<file path="src/rtl/mpd_pkg.sv">
package mpd_pkg;

  localparam logic [3:0] CMD_MEM_RD = 4'b0110;
  localparam logic [3:0] CMD_MEM_WR = 4'b0111;

  typedef enum logic [1:0] {
    XT_NONE  = 2'd0,
    XT_READ  = 2'd1,
    XT_WRITE = 2'd2,
    XT_OTHER = 2'd3
  } xact_e;

endpackage

</file>
<file path="src/rtl/mpd_rst_sync.sv">
module mpd_rst_sync #(
  parameter int STAGES = 2
) (
  input  logic clk,
  input  logic rst_async_n,
  output logic rst_sync_n
);

  logic [STAGES-1:0] sync_q;
  logic [STAGES-1:0] sync_d;

  always_comb begin
    sync_d = {sync_q[STAGES-2:0], 1'b1};
  end

  always_ff @(posedge clk or negedge rst_async_n) begin
    if (!rst_async_n) sync_q <= '0;
    else              sync_q <= sync_d;
  end

  assign rst_sync_n = sync_q[STAGES-1];

endmodule

</file>
<file path="src/rtl/mpd_phase_track.sv">
module mpd_phase_track (
  input  logic clk,
  input  logic rst_n,
  input  logic frame_n,
  output logic addr_phase,
  output logic data_phase
);

  logic frame_act;
  logic act_q;
  logic act_d;

  assign frame_act = ~frame_n;

  always_comb begin
    act_d = frame_act;
  end

  always_ff @(posedge clk or negedge rst_n) begin
    if (!rst_n) act_q <= 1'b0;
    else        act_q <= act_d;
  end

  // address phase: frame newly active; data beat: frame was active last cycle
  assign addr_phase = frame_act & ~act_q;
  assign data_phase = act_q;

endmodule

</file>
<file path="src/rtl/mpd_addr_cmd.sv">
module mpd_addr_cmd
  import mpd_pkg::*;
#(
  parameter int AD_W  = 32,
  parameter int CBE_W = 4
) (
  input  logic             clk,
  input  logic             rst_n,
  input  logic             addr_phase,
  input  logic [AD_W-1:0]  ad,
  input  logic [CBE_W-1:0] cbe_n,
  output logic [AD_W-1:0]  addr_q,
  output logic             addr_valid,
  output xact_e            xact_q
);

  logic [AD_W-1:0] addr_d;
  xact_e           xact_d;
  xact_e           xact_dec;
  logic            av_d;

  always_comb begin
    if (cbe_n == CBE_W'(CMD_MEM_RD))      xact_dec = XT_READ;
    else if (cbe_n == CBE_W'(CMD_MEM_WR)) xact_dec = XT_WRITE;
    else                                  xact_dec = XT_OTHER;
  end

  always_comb begin
    addr_d = addr_q;
    xact_d = xact_q;
    av_d   = addr_phase;
    if (addr_phase) begin
      addr_d = ad;
      xact_d = xact_dec;
    end
  end

  always_ff @(posedge clk or negedge rst_n) begin
    if (!rst_n) begin
      addr_q     <= '0;
      xact_q     <= XT_NONE;
      addr_valid <= 1'b0;
    end else begin
      addr_q     <= addr_d;
      xact_q     <= xact_d;
      addr_valid <= av_d;
    end
  end

endmodule

</file>
<file path="src/rtl/mpd_beat_decode.sv">
module mpd_beat_decode #(
  parameter int CBE_W = 4
) (
  input  logic             clk,
  input  logic             rst_n,
  input  logic             data_phase,
  input  logic [CBE_W-1:0] cbe_n,
  output logic             beat_valid,
  output logic [CBE_W-1:0] beat_mask,
  output logic             beat_null
);

  logic [CBE_W-1:0] mask_d;
  logic             null_d;
  logic             valid_d;

  for (genvar g = 0; g < CBE_W; g++) begin : g_lane
    assign mask_d[g] = data_phase & ~cbe_n[g];
  end

  always_comb begin
    valid_d = data_phase;
    null_d  = data_phase & (&cbe_n);
  end

  always_ff @(posedge clk or negedge rst_n) begin
    if (!rst_n) begin
      beat_valid <= 1'b0;
      beat_mask  <= '0;
      beat_null  <= 1'b0;
    end else begin
      beat_valid <= valid_d;
      beat_mask  <= mask_d;
      beat_null  <= null_d;
    end
  end

endmodule

</file>
<file path="src/rtl/mpd_parity_chk.sv">
module mpd_parity_chk #(
  parameter int AD_W  = 32,
  parameter int CBE_W = 4
) (
  input  logic             clk,
  input  logic             rst_n,
  input  logic             phase,
  input  logic [AD_W-1:0]  ad,
  input  logic [CBE_W-1:0] cbe_n,
  input  logic             par,
  output logic             parity_err
);

  logic calc_q;
  logic calc_d;
  logic pend_q;
  logic pend_d;
  logic err_d;

  always_comb begin
    calc_d = ^{ad, cbe_n};
    pend_d = phase;
    // even parity: lines plus parity bit must XOR to zero
    err_d  = pend_q & (calc_q ^ par);
  end

  always_ff @(posedge clk or negedge rst_n) begin
    if (!rst_n) begin
      calc_q     <= 1'b0;
      pend_q     <= 1'b0;
      parity_err <= 1'b0;
    end else begin
      calc_q     <= calc_d;
      pend_q     <= pend_d;
      parity_err <= err_d;
    end
  end

endmodule

</file>
<file path="src/rtl/mux_phase_decoder.sv">
module mux_phase_decoder
  import mpd_pkg::*;
#(
  parameter  int AD_W        = 32,
  parameter  int SYNC_STAGES = 2,
  localparam int CBE_W       = AD_W / 8
) (
  input  logic             clk,
  input  logic             rst_n,
  input  logic             bus_frame_n,
  input  logic [AD_W-1:0]  bus_ad,
  input  logic [CBE_W-1:0] bus_cbe_n,
  input  logic             bus_par,
  output logic             addr_valid,
  output logic [AD_W-1:0]  addr_q,
  output logic [1:0]       xact_type,
  output logic             beat_valid,
  output logic [CBE_W-1:0] beat_mask,
  output logic             beat_null,
  output logic             parity_err
);

  logic  rst_int_n;
  logic  addr_phase;
  logic  data_phase;
  xact_e xact_q;

  mpd_rst_sync #(.STAGES(SYNC_STAGES)) u_rst (
    .clk         (clk),
    .rst_async_n (rst_n),
    .rst_sync_n  (rst_int_n)
  );

  mpd_phase_track u_track (
    .clk        (clk),
    .rst_n      (rst_int_n),
    .frame_n    (bus_frame_n),
    .addr_phase (addr_phase),
    .data_phase (data_phase)
  );

  mpd_addr_cmd #(.AD_W(AD_W), .CBE_W(CBE_W)) u_addr (
    .clk        (clk),
    .rst_n      (rst_int_n),
    .addr_phase (addr_phase),
    .ad         (bus_ad),
    .cbe_n      (bus_cbe_n),
    .addr_q     (addr_q),
    .addr_valid (addr_valid),
    .xact_q     (xact_q)
  );

  assign xact_type = xact_q;

  mpd_beat_decode #(.CBE_W(CBE_W)) u_beat (
    .clk        (clk),
    .rst_n      (rst_int_n),
    .data_phase (data_phase),
    .cbe_n      (bus_cbe_n),
    .beat_valid (beat_valid),
    .beat_mask  (beat_mask),
    .beat_null  (beat_null)
  );

  mpd_parity_chk #(.AD_W(AD_W), .CBE_W(CBE_W)) u_par (
    .clk        (clk),
    .rst_n      (rst_int_n),
    .phase      (addr_phase | data_phase),
    .ad         (bus_ad),
    .cbe_n      (bus_cbe_n),
    .par        (bus_par),
    .parity_err (parity_err)
  );

endmodule

</file>
<file path="config.mk">
export PLATFORM = sky130hd
export DESIGN_NAME = mux_phase_decoder
export DESIGN_NICKNAME = d
export VERILOG_FILES = /design/src/rtl/mpd_pkg.sv /design/src/rtl/mpd_rst_sync.sv /design/src/rtl/mpd_phase_track.sv /design/src/rtl/mpd_addr_cmd.sv /design/src/rtl/mpd_beat_decode.sv /design/src/rtl/mpd_parity_chk.sv /design/src/rtl/mux_phase_decoder.sv
export SDC_FILE = /design/constraint.sdc
export NUM_CORES = 1
export LEC_CHECK = 0
export BUFFER_PORTS_ARGS = -buffer_cell sky130_fd_sc_hd__buf_2
export CORE_ASPECT_RATIO = 1.1
export CORE_MARGIN = 2
export CORE_UTILIZATION = 40
export CTS_CLUSTER_DIAMETER = 150
export DETAILED_ROUTE_END_ITERATION = 8
export HOLD_SLACK_MARGIN = 0.12
export PLACE_DENSITY = 0.68
export SETUP_SLACK_MARGIN = 0.5
export SLEW_MARGIN = 15
export SYNTH_ARGS = -nofsm -noshare
export SYNTH_HDL_FRONTEND = slang
export SYNTH_SLANG_ARGS = --single-unit
</file>
<file path="constraint.sdc">
create_clock -name clk -period 1.55 [get_ports clk]
set_input_delay 0.0775 -clock clk [delete_from_list [all_inputs] [get_ports clk]]
set_output_delay 0.0775 -clock clk [all_outputs]
set_load 0.02 [all_outputs]
</file>
==> metrics.cfg <==
[pwr]
power_density_mw_per_mm2=1000
p_leak_nw=1.58
max-vdd-ir-drop_uv=635

[route]
wl_mm=5.02
vias=1528
first_pass_iters=3
wl_per_cell_um=15.3
vias_per_cell=4.66
ant_nets=0
drt_iter0_drc=50
drcViolationCount=0

[floorplan]
core-area_mm2=0.00472
pin_count=82
start_util_pct=42.3
die_x_um=71.3
die_height_um=78.0
num_rows=26
fp.dieArea_mm2=0.00556

[clock_tree]
cts.clk_slew.worst_paths_ps=80
cts-root-buf=clkbuf_8
cts_tree=built
cts_sinks=47
numCtsBuffers=5
insertion_delay_ps=290
clock_path_buffers=2
htreeDepth=2

[sta]
relSlewSlack_pct=66.6
tightest_slew_ps=502
setup_violations=0
finalCritPeriodShare_pct=82.0
layout_min_cycle_time_ps=1270
max_clock_freq_mhz=787
setup_tns_ps=0
setup_ws_ps=279
hold_viol=0
skew_ps=2.97
grt_setup_unrepaired=true
slew_viol_final=0

[final_layout]
syn2layout_area_growth_pct=64.5
drive_above_1_share_pct=51.1
nNetsFinal=315
antenna_cells=0
design_area_mm2=0.00328

[place]
place_congestion=0.749
placed_cell_area_mm2=0.00251
io_buffers=81
dp_slack_ps=14.3
dp.final_hpwl_mm=2.75

[synthesis]
ys_types=18
synthesis.nets=179
synth_top_area_share_pct=59.0
synth_seq_cells=47
yosysTopAreaCell=dfrtp_1
ys_seq_area_share_pct=59.0
synth_cells=135
yosysWarningCount=0
synth.area.top_cells=dfrtp_1, mux2_2, xnor2_1
synth_area_mm2=0.00199
syn_area_per_cell_um2=14.8

[worst_setup_path]
cp-start-kind=register
worstSetupEndpointType=register
path_class=reg2reg
critical_path.max_fanout=8
worstPathArrival_ps=1450
required_ps=1730

[min_path]
min_path_type=in2reg

[status]
run_status=complete, no violations

[global_routing]
grt_pass1_wl_mm=7.25
grt_overflow_total=0
antenna_found_initial=0
grt_max_degree=26
grt_pass1_vias=1603
gr-usage-all-layers_pct=16.6

[flow_run]
max_cap_viol_count=0

[worst max-delay path, stage by stage, from the launching register on]
cell       delay, ps
dfrtp_2          430
nor2_4           120
buf_4            120
clkbuf_16        160
mux2_2           330
[final timing paths]
| check | start | depth (start not counted) | slack, ps | endpoint |
|---|---|---|---|---|
| setup / recovery | u_track.data_phase | 4 | 280 | u_addr.addr_q[30] |
| hold / removal | bus_cbe_n[2] | 3 | 130 | u_addr.xact_q[1] |
| setup reg to reg | u_track.data_phase | 4 | 280 | u_addr.addr_q[30] |
| hold reg to reg | u_rst.sync_q[1] | 0 | 240 | u_beat.beat_valid |
| max in group asynchronous | rst_n | 3 | 760 | u_rst.sync_q[1] |
| min in group asynchronous | u_rst.sync_q[1] | 0 | 240 | u_beat.beat_valid |
[registers in the layout, summed over array words and instances, names as in the netlist, 2 cells and up]
| signal | cells |
|---|---|
| u_addr.addr_q | 32 |
| u_rst.sync_q | 2 |
| u_addr.xact_q | 2 |
| u_beat.beat_mask | 4 |
[per-layer routing]
metal  vias to the layer above  global-route usage (%)  part of all wire, %
li1                        720                       -                    -
met1                       748                    19.1                   42
met2                        56                    30.4                   50
met3                         4                    5.01                  6.7
met4                         0                    3.40                 0.60
met5                         -                       0                    0
[logic make-up after synthesis]
logic type	synth area share, %
AOI/OAI and AO/OA	0.754
xor gates and xnor gates	15.2
adders and majority gates	2.51
buffers and inverters	1.32
DFF	59.0
muxes	18.1
other	0.188
and+or+nand+nor	2.95
[layout by cell type, fill, tap and decap left out, types with 2 or more instances in the layout]
cell type and instances:
buf_12 2, buf_2 79, buf_4 4, buf_6 3, clkbuf_1 2, clkbuf_16 2, clkbuf_8 5, dfrtp_1 45
dfrtp_2 2, dlygate4sd3_1 40, ha_1 2, ha_4 2, inv_2 2, mux2_2 3, mux2_4 29, nor2b_1 4
xnor2_1 25, xnor2_2 2, xor2_1 5
[what timing repair did]
action / in CTS / in global routing
gates cloned: 1 / 2
hold buffers: 39 / 1
gates resized for setup: 7 / 36
pin swaps: 4 / 9
setup endpoints to repair: 35 / 35
setup buffers: 2 / 2
endpoints found under the hold margin: 41 / 1
[Yosys cell counts, drive strengths merged]
master	count
dfrtp	47
and3	1
buf	3
nor2b	4
xnor3	1
a31oi	1
inv	3
nor2	2
xnor2	27
nand2b	1
and2	1
mux2	32
xor2	5
ha	4
o22a	1
conb	1
nand3	1
[area by class of cell]
cell class / instances / area (µm²)
tap: 56 / 70.1
fill: 330 / 1440
inverter: 3 / 11.3
timing repair buffer: 132 / 992
sequential: 47 / 1180
clock buffer: 7 / 76.3
multi-input combinational: 82 / 945
clock inverter: 1 / 5.00
[per-stage QoR]
step | power, mW | hold slack (ps) | util (%) | std cells
after floorplan | 2.10 | -218 | - | 135
after global placement | 2.38 | -136 | 53.3 | 273
after detailed placement | 2.40 | -135 | 53.3 | 273
after CTS | 3.21 | 47.7 | 64.9 | 323
after global routing | 3.48 | 127 | 69.5 | 328
final | 3.29 | 132 | 69.5 | 328
[power breakdown]
| group | switching [mW] | internal [mW] | total [mW] | leakage [nW] |
|---|---|---|---|---|
| combinational | 0.507 | 0.612 | 1.12 | 0.988 |
| sequential | 0.0881 | 1.39 | 1.48 | 0.551 |
| clock | 0.378 | 0.317 | 0.695 | 0.0422 |
Power figures use the tool's default switching activity.
